===== config.mk =====
export PLATFORM = sky130hd
export DESIGN_NAME = adc_frame_reader
export DESIGN_NICKNAME = d
export VERILOG_FILES = /design/src/rtl/adc_frame_pkg.sv /design/src/rtl/adc_drdy_sync.sv /design/src/rtl/adc_clk_div.sv /design/src/rtl/adc_crc16_ser.sv /design/src/rtl/adc_frame_reader.sv
export SDC_FILE = /design/constraint.sdc
export NUM_CORES = 1
export LEC_CHECK = 0
export BUFFER_PORTS_ARGS = -buffer_cell sky130_fd_sc_hd__buf_2
export CORE_ASPECT_RATIO = 0.5
export CORE_UTILIZATION = 50
export DETAILED_ROUTE_END_ITERATION = 16
export HOLD_SLACK_MARGIN = 0.15
export PLACE_DENSITY_LB_ADDON = 0.1
export REMOVE_ABC_BUFFERS = 1
export SYNTH_ARGS = -nofsm -noshare
export SYNTH_HDL_FRONTEND = slang
export SYNTH_SLANG_ARGS = --single-unit

===== constraint.sdc =====
create_clock -name clk_i -period 3.7 [get_ports clk_i]
set_clock_uncertainty 0.05 [all_clocks]
set_input_delay 0.37 -clock clk_i [delete_from_list [all_inputs] [get_ports clk_i]]
set_output_delay 0.37 -clock clk_i [all_outputs]
set_load 0.005 [all_outputs]

===== src/rtl/adc_frame_pkg.sv =====
package adc_frame_pkg;
  localparam int          CRC_W    = 16;
  localparam logic [15:0] CRC_POLY = 16'h1021;
  localparam logic [15:0] CRC_INIT = 16'hFFFF;

  typedef enum logic [2:0] {
    ST_IDLE,
    ST_SETUP,
    ST_XFER,
    ST_HOLD,
    ST_DONE
  } rd_state_t;
endpackage


===== src/rtl/adc_drdy_sync.sv =====
module adc_drdy_sync (
  input  logic clk_i,
  input  logic rst_ni,
  input  logic drdy_ni,
  output logic fall_o
);
  logic [2:0] sync_q;

  always_ff @(posedge clk_i or negedge rst_ni) begin
    if (!rst_ni) sync_q <= 3'b111;
    else         sync_q <= {sync_q[1:0], drdy_ni};
  end

  assign fall_o = sync_q[2] & ~sync_q[1];
endmodule


===== src/rtl/adc_clk_div.sv =====
module adc_clk_div #(
  parameter int DIV = 2
) (
  input  logic clk_i,
  input  logic rst_ni,
  input  logic en_i,
  output logic tick_o
);
  localparam int CNT_W = (DIV > 1) ? $clog2(DIV) : 1;
  localparam logic [CNT_W-1:0] LAST = CNT_W'(DIV - 1);

  logic [CNT_W-1:0] cnt_q;

  always_ff @(posedge clk_i or negedge rst_ni) begin
    if (!rst_ni)              cnt_q <= '0;
    else if (!en_i)           cnt_q <= '0;
    else if (cnt_q == LAST)   cnt_q <= '0;
    else                      cnt_q <= cnt_q + 1'b1;
  end

  assign tick_o = en_i && (cnt_q == LAST);
endmodule


===== src/rtl/adc_crc16_ser.sv =====
module adc_crc16_ser
  import adc_frame_pkg::*;
(
  input  logic             clk_i,
  input  logic             rst_ni,
  input  logic             init_i,
  input  logic             en_i,
  input  logic             bit_i,
  output logic [CRC_W-1:0] crc_o
);
  logic fb;
  assign fb = crc_o[CRC_W-1] ^ bit_i;

  always_ff @(posedge clk_i or negedge rst_ni) begin
    if (!rst_ni)     crc_o <= CRC_INIT;
    else if (init_i) crc_o <= CRC_INIT;
    else if (en_i)   crc_o <= {crc_o[CRC_W-2:0], 1'b0} ^ (fb ? CRC_POLY : '0);
  end
endmodule


===== src/rtl/adc_frame_reader.sv =====
module adc_frame_reader
  import adc_frame_pkg::*;
#(
  parameter int                   CLK_DIV   = 2,
  parameter int                   NUM_CH    = 8,
  parameter int                   WORD_BITS = 24,
  parameter logic [WORD_BITS-1:0] CMD_WORD  = '0
) (
  input  logic                        clk_i,
  input  logic                        rst_ni,
  input  logic                        drdy_ni,
  input  logic                        clr_overrun_i,
  input  logic                        miso_i,
  output logic                        sclk_o,
  output logic                        cs_no,
  output logic                        mosi_o,
  output logic [NUM_CH*WORD_BITS-1:0] sample_o,
  output logic                        sample_valid_o,
  output logic                        crc_error_o,
  output logic                        overrun_o,
  output logic                        busy_o
);
  localparam int FRAME_WORDS = NUM_CH + 2;
  localparam int FRAME_BITS  = FRAME_WORDS * WORD_BITS;
  localparam int CRC_BITS    = (NUM_CH + 1) * WORD_BITS;
  localparam int SMP_W       = NUM_CH * WORD_BITS;
  localparam int BCNT_W      = $clog2(FRAME_BITS + 1);
  localparam logic [BCNT_W-1:0] BCNT_LAST = BCNT_W'(FRAME_BITS - 1);
  localparam logic [BCNT_W-1:0] BCNT_CRC  = BCNT_W'(CRC_BITS);

  rd_state_t            state_q;
  logic                 drdy_fall, tick, ph_q;
  logic [BCNT_W-1:0]    bit_cnt_q;
  logic [WORD_BITS-1:0] tx_sr_q;
  logic [FRAME_BITS-1:0] rx_sr_q;
  logic [CRC_W-1:0]     crc_calc;
  logic                 crc_init, crc_en, crc_ok;
  logic [SMP_W-1:0]     ch_new;

  adc_drdy_sync u_sync (
    .clk_i  (clk_i),
    .rst_ni (rst_ni),
    .drdy_ni(drdy_ni),
    .fall_o (drdy_fall)
  );

  adc_clk_div #(.DIV(CLK_DIV)) u_div (
    .clk_i (clk_i),
    .rst_ni(rst_ni),
    .en_i  (state_q inside {ST_SETUP, ST_XFER, ST_HOLD}),
    .tick_o(tick)
  );

  assign crc_init = (state_q == ST_IDLE) && drdy_fall;
  // sample on falling SCLK, only over status + channel words
  assign crc_en   = (state_q == ST_XFER) && tick && sclk_o && (bit_cnt_q < BCNT_CRC);

  adc_crc16_ser u_crc (
    .clk_i (clk_i),
    .rst_ni(rst_ni),
    .init_i(crc_init),
    .en_i  (crc_en),
    .bit_i (miso_i),
    .crc_o (crc_calc)
  );

  // received CRC sits in the top bytes of the last word; pad byte excluded
  assign crc_ok = (crc_calc == rx_sr_q[WORD_BITS-1 -: CRC_W]);

  for (genvar k = 0; k < NUM_CH; k++) begin : g_ch
    assign ch_new[k*WORD_BITS +: WORD_BITS] =
      rx_sr_q[FRAME_BITS-1-(k+1)*WORD_BITS -: WORD_BITS];
  end

  always_ff @(posedge clk_i or negedge rst_ni) begin
    if (!rst_ni) begin
      state_q        <= ST_IDLE;
      ph_q           <= 1'b0;
      bit_cnt_q      <= '0;
      tx_sr_q        <= '0;
      rx_sr_q        <= '0;
      sclk_o         <= 1'b0;
      mosi_o         <= 1'b0;
      sample_o       <= '0;
      sample_valid_o <= 1'b0;
      crc_error_o    <= 1'b0;
    end else begin
      sample_valid_o <= 1'b0;
      crc_error_o    <= 1'b0;
      unique case (state_q)
        ST_IDLE: begin
          if (drdy_fall) begin
            state_q   <= ST_SETUP;
            ph_q      <= 1'b0;
            bit_cnt_q <= '0;
            tx_sr_q   <= CMD_WORD;
          end
        end
        ST_SETUP: begin
          if (tick) begin
            ph_q <= ~ph_q;
            if (ph_q) state_q <= ST_XFER;
          end
        end
        ST_XFER: begin
          if (tick) begin
            if (!sclk_o) begin
              sclk_o  <= 1'b1;
              mosi_o  <= tx_sr_q[WORD_BITS-1];
              tx_sr_q <= {tx_sr_q[WORD_BITS-2:0], 1'b0};
            end else begin
              sclk_o    <= 1'b0;
              rx_sr_q   <= {rx_sr_q[FRAME_BITS-2:0], miso_i};
              bit_cnt_q <= bit_cnt_q + 1'b1;
              if (bit_cnt_q == BCNT_LAST) begin
                state_q <= ST_HOLD;
                ph_q    <= 1'b0;
              end
            end
          end
        end
        ST_HOLD: begin
          if (tick) begin
            ph_q <= ~ph_q;
            if (ph_q) begin
              state_q <= ST_DONE;
              if (crc_ok) begin
                sample_o       <= ch_new;
                sample_valid_o <= 1'b1;
              end else begin
                crc_error_o <= 1'b1;
              end
            end
          end
        end
        ST_DONE: state_q <= ST_IDLE;
        default: state_q <= ST_IDLE;
      endcase
    end
  end

  always_ff @(posedge clk_i or negedge rst_ni) begin
    if (!rst_ni)                              overrun_o <= 1'b0;
    else if (drdy_fall && state_q != ST_IDLE) overrun_o <= 1'b1;
    else if (clr_overrun_i)                   overrun_o <= 1'b0;
  end

  assign cs_no  = !(state_q inside {ST_SETUP, ST_XFER, ST_HOLD});
  assign busy_o = (state_q != ST_IDLE);
endmodule


==> results of run 1 <==
through the flow:
stage | utilization (%) | cell area, µm²
CTS | 58.6 | 20200
finish | 58.6 | 20200
detailed placement | 54.9 | 19000
global placement | 54.9 | 19000
floorplan | - | 17100
global route | 58.6 | 20200
worst max-delay path, stage by stage (launching register included):
cell     delay, ns
dfstp_2       0.56
xnor2_1       0.12
nand4_1       0.13
nor4_2        0.49
nand2_4       0.41
buf_12        0.40
mux2_4        0.41
area by class of cell:
type                            count  share of cell area (%)
Sequential cell                   444                    55.0
Timing Repair Buffer              225                    6.32
Inverter                            4                  0.0742
Tap cell                          475                    2.94
Multi-Input combinational cell    977                    29.6
Clock buffer                       61                    5.69
Clock inverter                      9                   0.359
cell usage in the layout, fill, tap and decap left out, drive strengths merged:
cell,instances
dfrtp,425
nor3,7
conb,1
xor2,3
o21ai,5
nor3b,1
nand3,17
clkinvlp,1
or2,2
nor2,14
and4,1
clkinv,7
inv,4
o22ai,1
nand4,5
nor4,2
xnor2,22
a21oi,5
ha,1
dfstp,19
buf,221
clkbuf,61
dlygate4sd3,4
o211ai,2
or3,2
nand4b,1
nand2,687
mux2i,1
o32a,1
a22o,1
nand2b,1
nor2b,1
mux2,192
bufinv,1
and3,1
kinds of logic after synthesis:
| group | after synthesis | share of synthesized area (%) |
|---|---|---|
| simple gates | 742 | 16.3 |
| flops | 444 | 63.4 |
| other cells | 1 | 0.0213 |
| mux | 193 | 15.8 |
| fa+ha+maj | 1 | 0.0712 |
| buf+inv | 81 | 2.62 |
| xor+xnor | 25 | 1.25 |
| compound gates | 15 | 0.513 |
report_power, final:
| group | total [mW] | switching (mW) | leakage [nW] | internal [mW] |
|---|---|---|---|---|
| logic | 0.777 | 0.551 | 5.08 | 0.226 |
| registers | 5.19 | 0.145 | 6.13 | 5.05 |
| clock network | 3.96 | 1.75 | 0.601 | 2.22 |
| total | 9.93 | 2.44 | 11.8 | 7.49 |
layer usage:
metal / share of wire [%] / up-vias / wire length [µm] / track usage [%]
met4: 1.9 / 0 / 643 / 4.66
li1: - / 5148 / - / -
met5: 0 / - / 0 / 0
met1: 46 / 5371 / 15900 / 27.7
met2: 48 / 143 / 16700 / 30.8
met3: 3.5 / 48 / 1220 / 3.63
registers in the layout (all words and copies together), names as in the netlist:
register and flops:
u_sync.sync_q 3, ph_q 1, overrun_o 1, crc_error_o 1, state_q 3, sample_o 192
rx_sr_q 216, u_div.cnt_q 1, sample_valid_o 1, bit_cnt_q 8, sclk_o 1, u_crc.crc_o 16
how the worst min path moves through the flow:
stage | end | from | depth (start not counted) | slack [ns]
after floorplan | bit_cnt_q[0]$_DFFE_PN0P_ | rst_ni | 0 | 0.02
after global placement | u_sync.sync_q[1]$_DFF_PN1_ | u_sync.sync_q[0]$_DFF_PN1_ | 0 | 0.30
after detailed placement | u_sync.sync_q[1]$_DFF_PN1_ | u_sync.sync_q[0]$_DFF_PN1_ | 0 | 0.30
after CTS | u_sync.sync_q[1]$_DFF_PN1_ | u_sync.sync_q[0]$_DFF_PN1_ | 0 | 0.31
after global routing | u_sync.sync_q[1]$_DFF_PN1_ | u_sync.sync_q[0]$_DFF_PN1_ | 0 | 0.32
final | u_sync.sync_q[2]$_DFF_PN1_ | u_sync.sync_q[1]$_DFF_PN1_ | 0 | 0.32
==> results.txt, run 1 <==
DR pass1 iterations: 7
Pleak: 11.8 nW
predominant post-synthesis flop cell: dfrtp_1
Setup crit start: u_crc.crc_o[11]$_DFFE_PN1P_
Synth warnings: 0
Startpoint Class: register
Post-Synthesis Cells: 1502
vias in the first global route: 10600
Die Ht: 135 µm
vias per inst: 4.88
initial antenna violation count: 0
post-route minimum period: 2.86 ns
relative slew slack: 16.9%
synth unique cells: 38
Post-synth ARST share: 100%
area of the multi-input gates: 5990 µm²
Die X-Extent: 267 µm
Finished Layout Cells: 2195
nets: 1698
worst r2r src: u_crc.crc_o[11]$_DFFE_PN1P_
Worst Path Arrival: 3.21 ns
Tightest Pin Transition: 1.24 ns
Post-DRT Antenna Nets: 0
core box area: 34500 µm²
gr usage total: 19.4%
Worst Hold Class: reg -> reg
cts hold-fix bufs: 4
Max Cap Violations: 0
Final period util: 77.3%
cts bufs inserted: 40
top-count cell post-synth: nand2_1
CTS tree: built
Remaining Overflow, GRT: 0
DP HPWL: 20.5 mm
EDFF count, synth: 0
IO buf count: 202
latest clock arrival within the worst-skew pair: 0.53 ns
clock-pin slew on the worst setup and hold paths: 0.07 ns
number of diodes: 0
buffer count from post-CTS setup fixing: 0
Area Overhead vs Synth: 15.1%
Yosys top cell area share: 60.5%
placed cell count: 2121
Final Slew Violations: 0
Setup crit end kind: register
critical path required time: 4.05 ns
first-pass GRT wire length: 56.4 mm
PD cells: 491 nW/µm²
number of setup violations in the final report: 0
CTS max path bufs: 3
CTS-repair resized insts: 0
Final Power: 9.93 mW
post-DR wirelength/cell: 15.7 µm
Critical path destination: sample_o[2]$_DFFE_PN0P_
#FFs+latches synth: 444
Starting Density: 50.9%
via count: 10700
Mapped Area: 17600 µm²
H-tree depth: 2
crit path kind: reg -> reg
DRC Markers: 0
hold_ws: 0.316 ns
Storage cell area: 11100 µm²
I/O Pins: 204
layout cells sized above 1: 28.2%
CTS Root Cell: clkbuf_16
Final WS setup: 0.841 ns
Peak Freq: 350 MHz
pin count of the biggest net entering global routing: 218
initial DRC count: 726
Total Wirelength: 34.5 mm
synth top area cells: dfrtp_1, nand2_1, mux2_4, dfstp_2, mux2_2
maximum fanout along the worst path: 95
# fillers: 2892
Worst Reg-to-Reg Cells: 6
Placer Congestion: 0.782
Final Hold Fails: 0
post-synth top area cell: dfrtp_1
Worst VDD drop: 0.281 mV
Die ar.: 35900 µm²
RSZ-0062 raised after global routing: no
reg-to-reg endpoint: sample_o[2]$_DFFE_PN0P_
# clock sinks: 444
cell row count: 48
Setup WS pre-CTS: 0.897 ns
Avg Cell Area, Syn: 11.7 µm²
total negative slack: 0 ns
status: finished clean
flop2flop setup slack: 0.84 ns
leading cell types by count after synthesis: nand2_1, dfrtp_1, mux2_4, clkbuf_1, mux2_2
register area share after synthesis: 63.4%
(Power assumes the default switching activity.)
==> run 2, diff against run 1 <==
==> constraint.sdc (replaced) <==
create_clock -name clk_i -period 2.5 [get_ports clk_i]
set_clock_uncertainty 0.05 [all_clocks]
set_input_delay 0.25 -clock clk_i [delete_from_list [all_inputs] [get_ports clk_i]]
set_output_delay 0.25 -clock clk_i [all_outputs]
set_load 0.005 [all_outputs]
==> run 2 against run 1 <==
Routed wire length down 0.23%. Power is 50% higher. First-iteration DRC count increased by 2.8%. Count of clock-buffer cells in the layout shrank 4. Non-clock buffer count up 10. Worst setup slack worse by 0.66 ns. Via count up 0.16%. Register-to-register slack worse by 0.66 ns. Critical endpoint is now sample_o[16]$_DFFE_PN0P_. Largest cell class unchanged. Largest power group unchanged.
==> results.txt, run 2 (synthesized netlist as in run 1, its figures left out) <==
# clock sinks: 444 (unchanged)
I/O Pins: 204 (unchanged)
layout cells sized above 1: 29.0% (+0.84 points)
Worst Path Arrival: 2.67 ns (-0.54 ns)
crit path kind: reg -> reg
wire length on met1: 15.9 mm (-0.16%)
Worst VDD drop: 0.390 mV (+38%)
Final period util: 92.8% (+16 points)
Tightest Pin Transition: 0.960 ns (-0.277 ns)
Worst Hold Class: in -> async
Die ar.: 35900 µm² (unchanged)
RSZ-0062 raised after global routing: no
Final Slew Violations: 0 (unchanged)
Peak Freq: 431 MHz (+23%)
Final Hold Fails: 0 (unchanged)
DRC Markers: 0 (unchanged)
CTS max path bufs: 3 (unchanged)
Final Power: 14.9 mW (+50%)
Final WS setup: 0.180 ns (-0.661 ns)
latest clock arrival within the worst-skew pair: 0.53 ns (about the same)
Die Ht: 135 µm (unchanged)
clock-pin slew on the worst setup and hold paths: 0.06 ns (about the same)
most frequent cells in the layout: nand2_1, dfrtp_1, buf_2
pin count of the biggest net entering global routing: 181 (-17%)
register with the most flip-flops: rx_sr_q
Remaining Overflow, GRT: 0 (unchanged)
first-pass GRT wire length: 56.8 mm (+0.73%)
nets: 1709 (+0.65%)
Max Cap Violations: 0 (unchanged)
via count: 10700 (+0.16%)
DP HPWL: 21.5 mm (+4.4%)
Placer Congestion: 0.787 (+0.69%)
post-DR wirelength/cell: 15.6 µm (-0.77%)
post-route minimum period: 2.32 ns (-0.539 ns)
H-tree depth: 2 (unchanged)
Top Layer Used: met4
cts bufs inserted: 41 (+2.5%)
CTS Root Cell: clkbuf_16
biggest regs: rx_sr_q (216), sample_o (192), u_crc.crc_o (16)
Area Overhead vs Synth: 16.6%
Total Wirelength: 34.4 mm (-0.23%)
IO buf count: 202 (unchanged)
met2 wire len: 16.6 mm (-0.56%)
Setup WS pre-CTS: 0.187 ns (-0.710 ns)
Largest register FFs: 216 (unchanged)
most common cell after layout, fill and taps aside: nand2_1
relative slew slack: 36.0% (+19 points)
CTS tree: built
initial antenna violation count: 0 (unchanged)
cell row count: 48 (unchanged)
Setup crit end kind: register
PD cells: 726 nW/µm² (+48%)
buffer count from post-CTS setup fixing: 0 (unchanged)
number of setup violations in the final report: 0 (unchanged)
CTS-repair resized insts: 0 (unchanged)
core box area: 34500 µm² (unchanged)
maximum fanout along the worst path: 41 (-57%)
# fillers: 2856 (-1.2%)
vias per inst: 4.86 (-0.39%)
number of diodes: 0 (unchanged)
critical path required time: 2.85 ns (-1.20 ns)
Detail Route met3 WL: 1.17 mm (-3.9%)
status: finished clean
Starting Density: 50.9% (unchanged)
vias in the first global route: 10700 (+1.8%)
Startpoint Class: register
initial DRC count: 746 (+2.8%)
Die X-Extent: 267 µm (unchanged)
Post-DRT Antenna Nets: 0 (unchanged)
gr usage total: 19.5% (+0.11 points)
DR pass1 iterations: 5 (-2)
Pleak: 11.9 nW (+1.1%)
[run 2: cell types whose count changed in the layout (fill, tap and decap cells not counted), sizes merged]
cell    change
buf        +10
inv         +1
clkbuf      -4
clkinv      +5
[run 2: stage by stage]
| step | TNS, ns | instances | hold WS (ns) | utilization [%] | instance area, µm² |
|---|---|---|---|---|---|
| finish | 0 | 2207 | 0.242 | 59.3 | 20500 |
| global route | 0 | 2207 | 0.267 | 59.3 | 20500 |
| CTS | 0 | 2207 | 0.237 | 59.3 | 20500 |
| detailed placement | 0 | 2131 | 0.213 | 55.5 | 19200 |
| global placement | 0 | 2131 | 0.212 | 55.5 | 19200 |
| floorplan | -1856.95 | 1425 | -0.0956 | - | 17100 |
[run 2: worst paths after layout]
| check | end | start | cells past startpoint | slack, ns |
|---|---|---|---|---|
| max in group asynchronous | u_sync.sync_q[0]$_DFF_PN1_ | rst_ni | 3 | 1.30 |
| setup reg to reg | sample_o[16]$_DFFE_PN0P_ | u_crc.crc_o[3]$_DFFE_PN1P_ | 7 | 0.18 |
| setup / recovery | sample_o[16]$_DFFE_PN0P_ | u_crc.crc_o[3]$_DFFE_PN1P_ | 7 | 0.18 |
| hold reg to reg | u_sync.sync_q[1]$_DFF_PN1_ | u_sync.sync_q[0]$_DFF_PN1_ | 0 | 0.31 |
| hold / removal | rx_sr_q[78]$_DFFE_PN0P_ | rst_ni | 2 | 0.24 |
| min in group clk_i | u_sync.sync_q[1]$_DFF_PN1_ | u_sync.sync_q[0]$_DFF_PN1_ | 0 | 0.31 |
[run 2: cell type report]
class                           instances  area (µm²)  share of cell area [%]
Sequential cell                       444       11100                    54.4
Multi-Input combinational cell        977        5990                    29.2
Timing Repair Buffer                  235        1490                    7.28
Clock buffer                           57        1160                    5.64
Tap cell                              475         594                    2.90
Clock inverter                         15         109                   0.531
Inverter                                4        15.0                  0.0733
[run 2: per-layer routing]
| layer | vias to the layer above | track usage [%] |
|---|---|---|
| met3 | 63 | 3.65 |
| li1 | 5182 | - |
| met2 | 134 | 32.1 |
| met5 | - | 0 |
| met1 | 5348 | 26.8 |
| met4 | 0 | 4.98 |
[run 2: what timing repair did]
item | CTS | global route
setup endpoints to repair | 0 | 0
hold buffers | 4 | 0
endpoints found under the hold margin | 231 | 0
[run 2: report_power, final]
group	internal (mW)	leakage (nW)	switching [mW]
Combinational	0.377	5.19	0.812
Clock	3.34	0.633	2.65
Sequential	7.47	6.13	0.219
Total	11.2	11.9	3.68
[run 2: worst max-delay path: stages, from the launching register on]
cell and delay [ns]:
dfstp_2 0.55, xnor2_1 0.13, nand4_1 0.13, nor4_2 0.45, nand2_4 0.09, buf_12 0.19, buf_12 0.21, mux2_4 0.33
==> run 3, diff against run 2 <==
--- a/config.mk
+++ b/config.mk
@@ -6,8 +6,10 @@
 export NUM_CORES = 1
 export LEC_CHECK = 0
 export BUFFER_PORTS_ARGS = -buffer_cell sky130_fd_sc_hd__buf_2
+export CELL_PAD_IN_SITES_DETAIL_PLACEMENT = 1
+export CELL_PAD_IN_SITES_GLOBAL_PLACEMENT = 1
 export CORE_ASPECT_RATIO = 0.5
-export CORE_UTILIZATION = 50
+export CORE_UTILIZATION = 42
 export DETAILED_ROUTE_END_ITERATION = 16
 export HOLD_SLACK_MARGIN = 0.15
 export PLACE_DENSITY_LB_ADDON = 0.1
==> run 3 against run 2 <==
Power increased by 4.6%. Critical path depth unchanged. Sequential power about the same. Sequential cell count unchanged. First-iteration DRC count decreased by 14%. Cell area increased by 1.3%. Routed wire length increased by 15%. Global-route usage decreased by 0.27 points.
==> results.txt, run 3 (synthesized netlist as in run 1, its figures left out) <==
most common cell after layout, fill and taps aside: nand2_1
Final Hold Fails: 0 (unchanged)
post-route minimum period: 2.32 ns (-0.00207 ns)
latest clock arrival within the worst-skew pair: 0.54 ns (about the same)
biggest regs: rx_sr_q (216), sample_o (192), u_crc.crc_o (16)
via count: 11000 (+2.6%)
Starting Density: 43.1% (-7.8 points)
vias in the first global route: 12200 (+14%)
post-DR wirelength/cell: 17.4 µm (+11%)
maximum fanout along the worst path: 29 (-29%)
Peak Freq: 431 MHz (about the same)
Die X-Extent: 291 µm (+9.0%)
Worst VDD drop: 0.432 mV (+11%)
layout cells sized above 1: 29.6% (+0.52 points)
reg-to-reg endpoint: sample_o[17]$_DFFE_PN0P_
Final Util: 50.9% (-8.4 points)
Worst Path Arrival: 2.67 ns (about the same)
clock-pin slew on the worst setup and hold paths: 0.06 ns (about the same)
cell row count: 52 (+8.3%)
RSZ-0062 raised after global routing: no
pin count of the biggest net entering global routing: 79 (-56%)
# clock sinks: 444 (unchanged)
Die ar.: 42700 µm² (+19%)
Worst Reg-to-Reg Cells: 7 (unchanged)
I/O Pins: 204 (unchanged)
Die Ht: 147 µm (+9.0%)
Critical-path top delay cell: dfstp_2
cell mode on critical path: buf_12
flop2flop setup slack: 0.18 ns (about the same)
vias per inst: 4.82 (-0.81%)
crit-path cells: xnor2_1 -> nand4_1 -> nor4_2 -> nand2_4 -> buf_12 -> buf_12 -> mux2_4
slowest stage delay, CP: 0.56 ns (about the same)
Area Overhead vs Synth: 18.2%
Storage cell area: 11100 µm² (unchanged)
gr usage total: 19.2% (-0.27 points)
first-pass GRT wire length: 66.9 mm (+18%)
Placer Congestion: 0.773 (-1.7%)
Remaining Overflow, GRT: 0 (unchanged)
cts bufs inserted: 41 (unchanged)
register with the most flip-flops: rx_sr_q
Max Cap Violations: 0 (unchanged)
status: finished clean
initial antenna violation count: 0 (unchanged)
CTS max path bufs: 3 (unchanged)
Seq pwr share: 49.5% (-2.2 points)
area of the multi-input gates: 5990 µm² (unchanged)
CTS Root Cell: clkbuf_16
combinational power share: 8.1% (about the same)
Worst Hold Class: in -> async
Setup WS pre-CTS: 0.176 ns (-0.0109 ns)
Final period util: 92.7% (about the same)
critical path required time: 2.86 ns (about the same)
Final Instance Area: 20800 µm² (+1.3%)
Switching Fraction: 24.7% (-0.057 points)
NetSw: 3.85 mW (+4.4%)
CTS tree: built
relative slew slack: 57.5% (+22 points)
Tightest Pin Transition: 0.633 ns (-0.328 ns)
Post-DRT Antenna Nets: 0 (unchanged)
number of diodes: 0 (unchanged)
core box area: 40800 µm² (+18%)
Final Slew Violations: 0 (unchanged)
clock share of power: 42.4% (+2.1 points)
# fillers: 4347 (+52%)
DR pass1 iterations: 4 (-1)
Setup crit end kind: register
Final WS setup: 0.182 ns (+0.00207 ns)
dpl cell area: 19300 µm² (+0.71%)
number of setup violations in the final report: 0 (unchanged)
CTS-repair resized insts: 0 (unchanged)
Pleak: 12.0 nW (+0.72%)
most frequent cells in the layout: nand2_1, dfrtp_1, buf_2
nets: 1718 (+0.53%)
DP HPWL: 25.4 mm (+18%)
Pint: 11.7 mW (+4.7%)
H-tree depth: 2 (unchanged)
worst r2r src: u_crc.crc_o[13]$_DFFE_PN1P_
DRC Markers: 0 (unchanged)
Startpoint Class: register
IO buf count: 202 (unchanged)
Largest register FFs: 216 (unchanged)
PD cells: 750 nW/µm² (+3.3%)
initial DRC count: 642 (-14%)
Total Wirelength: 39.6 mm (+15%)
crit path kind: reg -> reg
run 3: cell count changes in the layout (fill, tap and decap cells not counted):
| cell | before | now |
|---|---|---|
| buf_12 | 17 | 16 |
| buf_4 | 12 | 22 |
| clkbuf_8 | 7 | 10 |
| inv_8 | 1 | 0 |
| clkinv_4 | 0 | 1 |
| clkinvlp_4 | 1 | 4 |
| clkbuf_1 | 9 | 7 |
| clkinv_2 | 12 | 5 |
| bufinv_16 | 1 | 5 |
run 3: how the worst max path moves through the flow:
stage / start / endpoint
global route: u_crc.crc_o[4]$_DFFE_PN1P_ / sample_o[32]$_DFFE_PN0P_
floorplan: u_crc.crc_o[11]$_DFFE_PN1P_ / sample_o[22]$_DFFE_PN0P_
CTS: u_crc.crc_o[4]$_DFFE_PN1P_ / sample_o[14]$_DFFE_PN0P_
detailed placement: u_crc.crc_o[4]$_DFFE_PN1P_ / sample_o[13]$_DFFE_PN0P_
global placement: u_crc.crc_o[11]$_DFFE_PN1P_ / sample_o[32]$_DFFE_PN0P_
finish: u_crc.crc_o[13]$_DFFE_PN1P_ / sample_o[17]$_DFFE_PN0P_
run 3: power by group through the flow:
stage               sequential [mW]  clock, mW  combinational, mW
CTS                            7.70       6.84               1.30
detailed placement             7.83          0               1.29
global placement               7.82          0               1.25
global route                   7.73       7.12               1.43
floorplan                      7.77          0              0.687
finish                         7.70       6.61               1.26
run 3: worst max-delay path: cells and delay by family, from the launching register on:
family / cells / cell delay, ns
AND/OR/NAND/NOR: 3 / 0.72
buffers and inverters: 2 / 0.39
flip-flops: 1 / 0.56
XOR/XNOR: 1 / 0.12
multiplexers: 1 / 0.32
run 3: final cells by class:
class	instances	area share, %
clock buffer	58	5.73
clock inverter	15	1.03
inverter	4	0.0723
multi-input combinational	977	28.8
sequential	444	53.6
tap	540	3.25
timing repair buffer	244	7.45
run 3: stage by stage:
stage | std cells | hold slack (ns) | setup TNS (ns) | power, mW
after global routing | 2282 | 0.246 | 0 | 16.3
after CTS | 2282 | 0.216 | 0 | 15.8
final | 2282 | 0.196 | 0 | 15.6
after global placement | 2205 | 0.186 | 0 | 9.07
after detailed placement | 2205 | 0.202 | 0 | 9.13
after floorplan | 1425 | -0.0956 | -1856.95 | 8.46
run 3: what timing repair did:
item,CTS,global route
setup buffers,0,0
hold endpoints to repair,237,0
hold buffers,4,0
run 3: metal layers:
| layer | global-route usage, % | share of wire, % | up-vias |
|---|---|---|---|
| met1 | 25.0 | 45 | 5678 |
| met5 | 0 | 0 | - |
| met2 | 33.9 | 51 | 99 |
| met3 | 3.33 | 2.8 | 39 |
| li1 | - | - | 5186 |
| met4 | 3.52 | 1.4 | 0 |
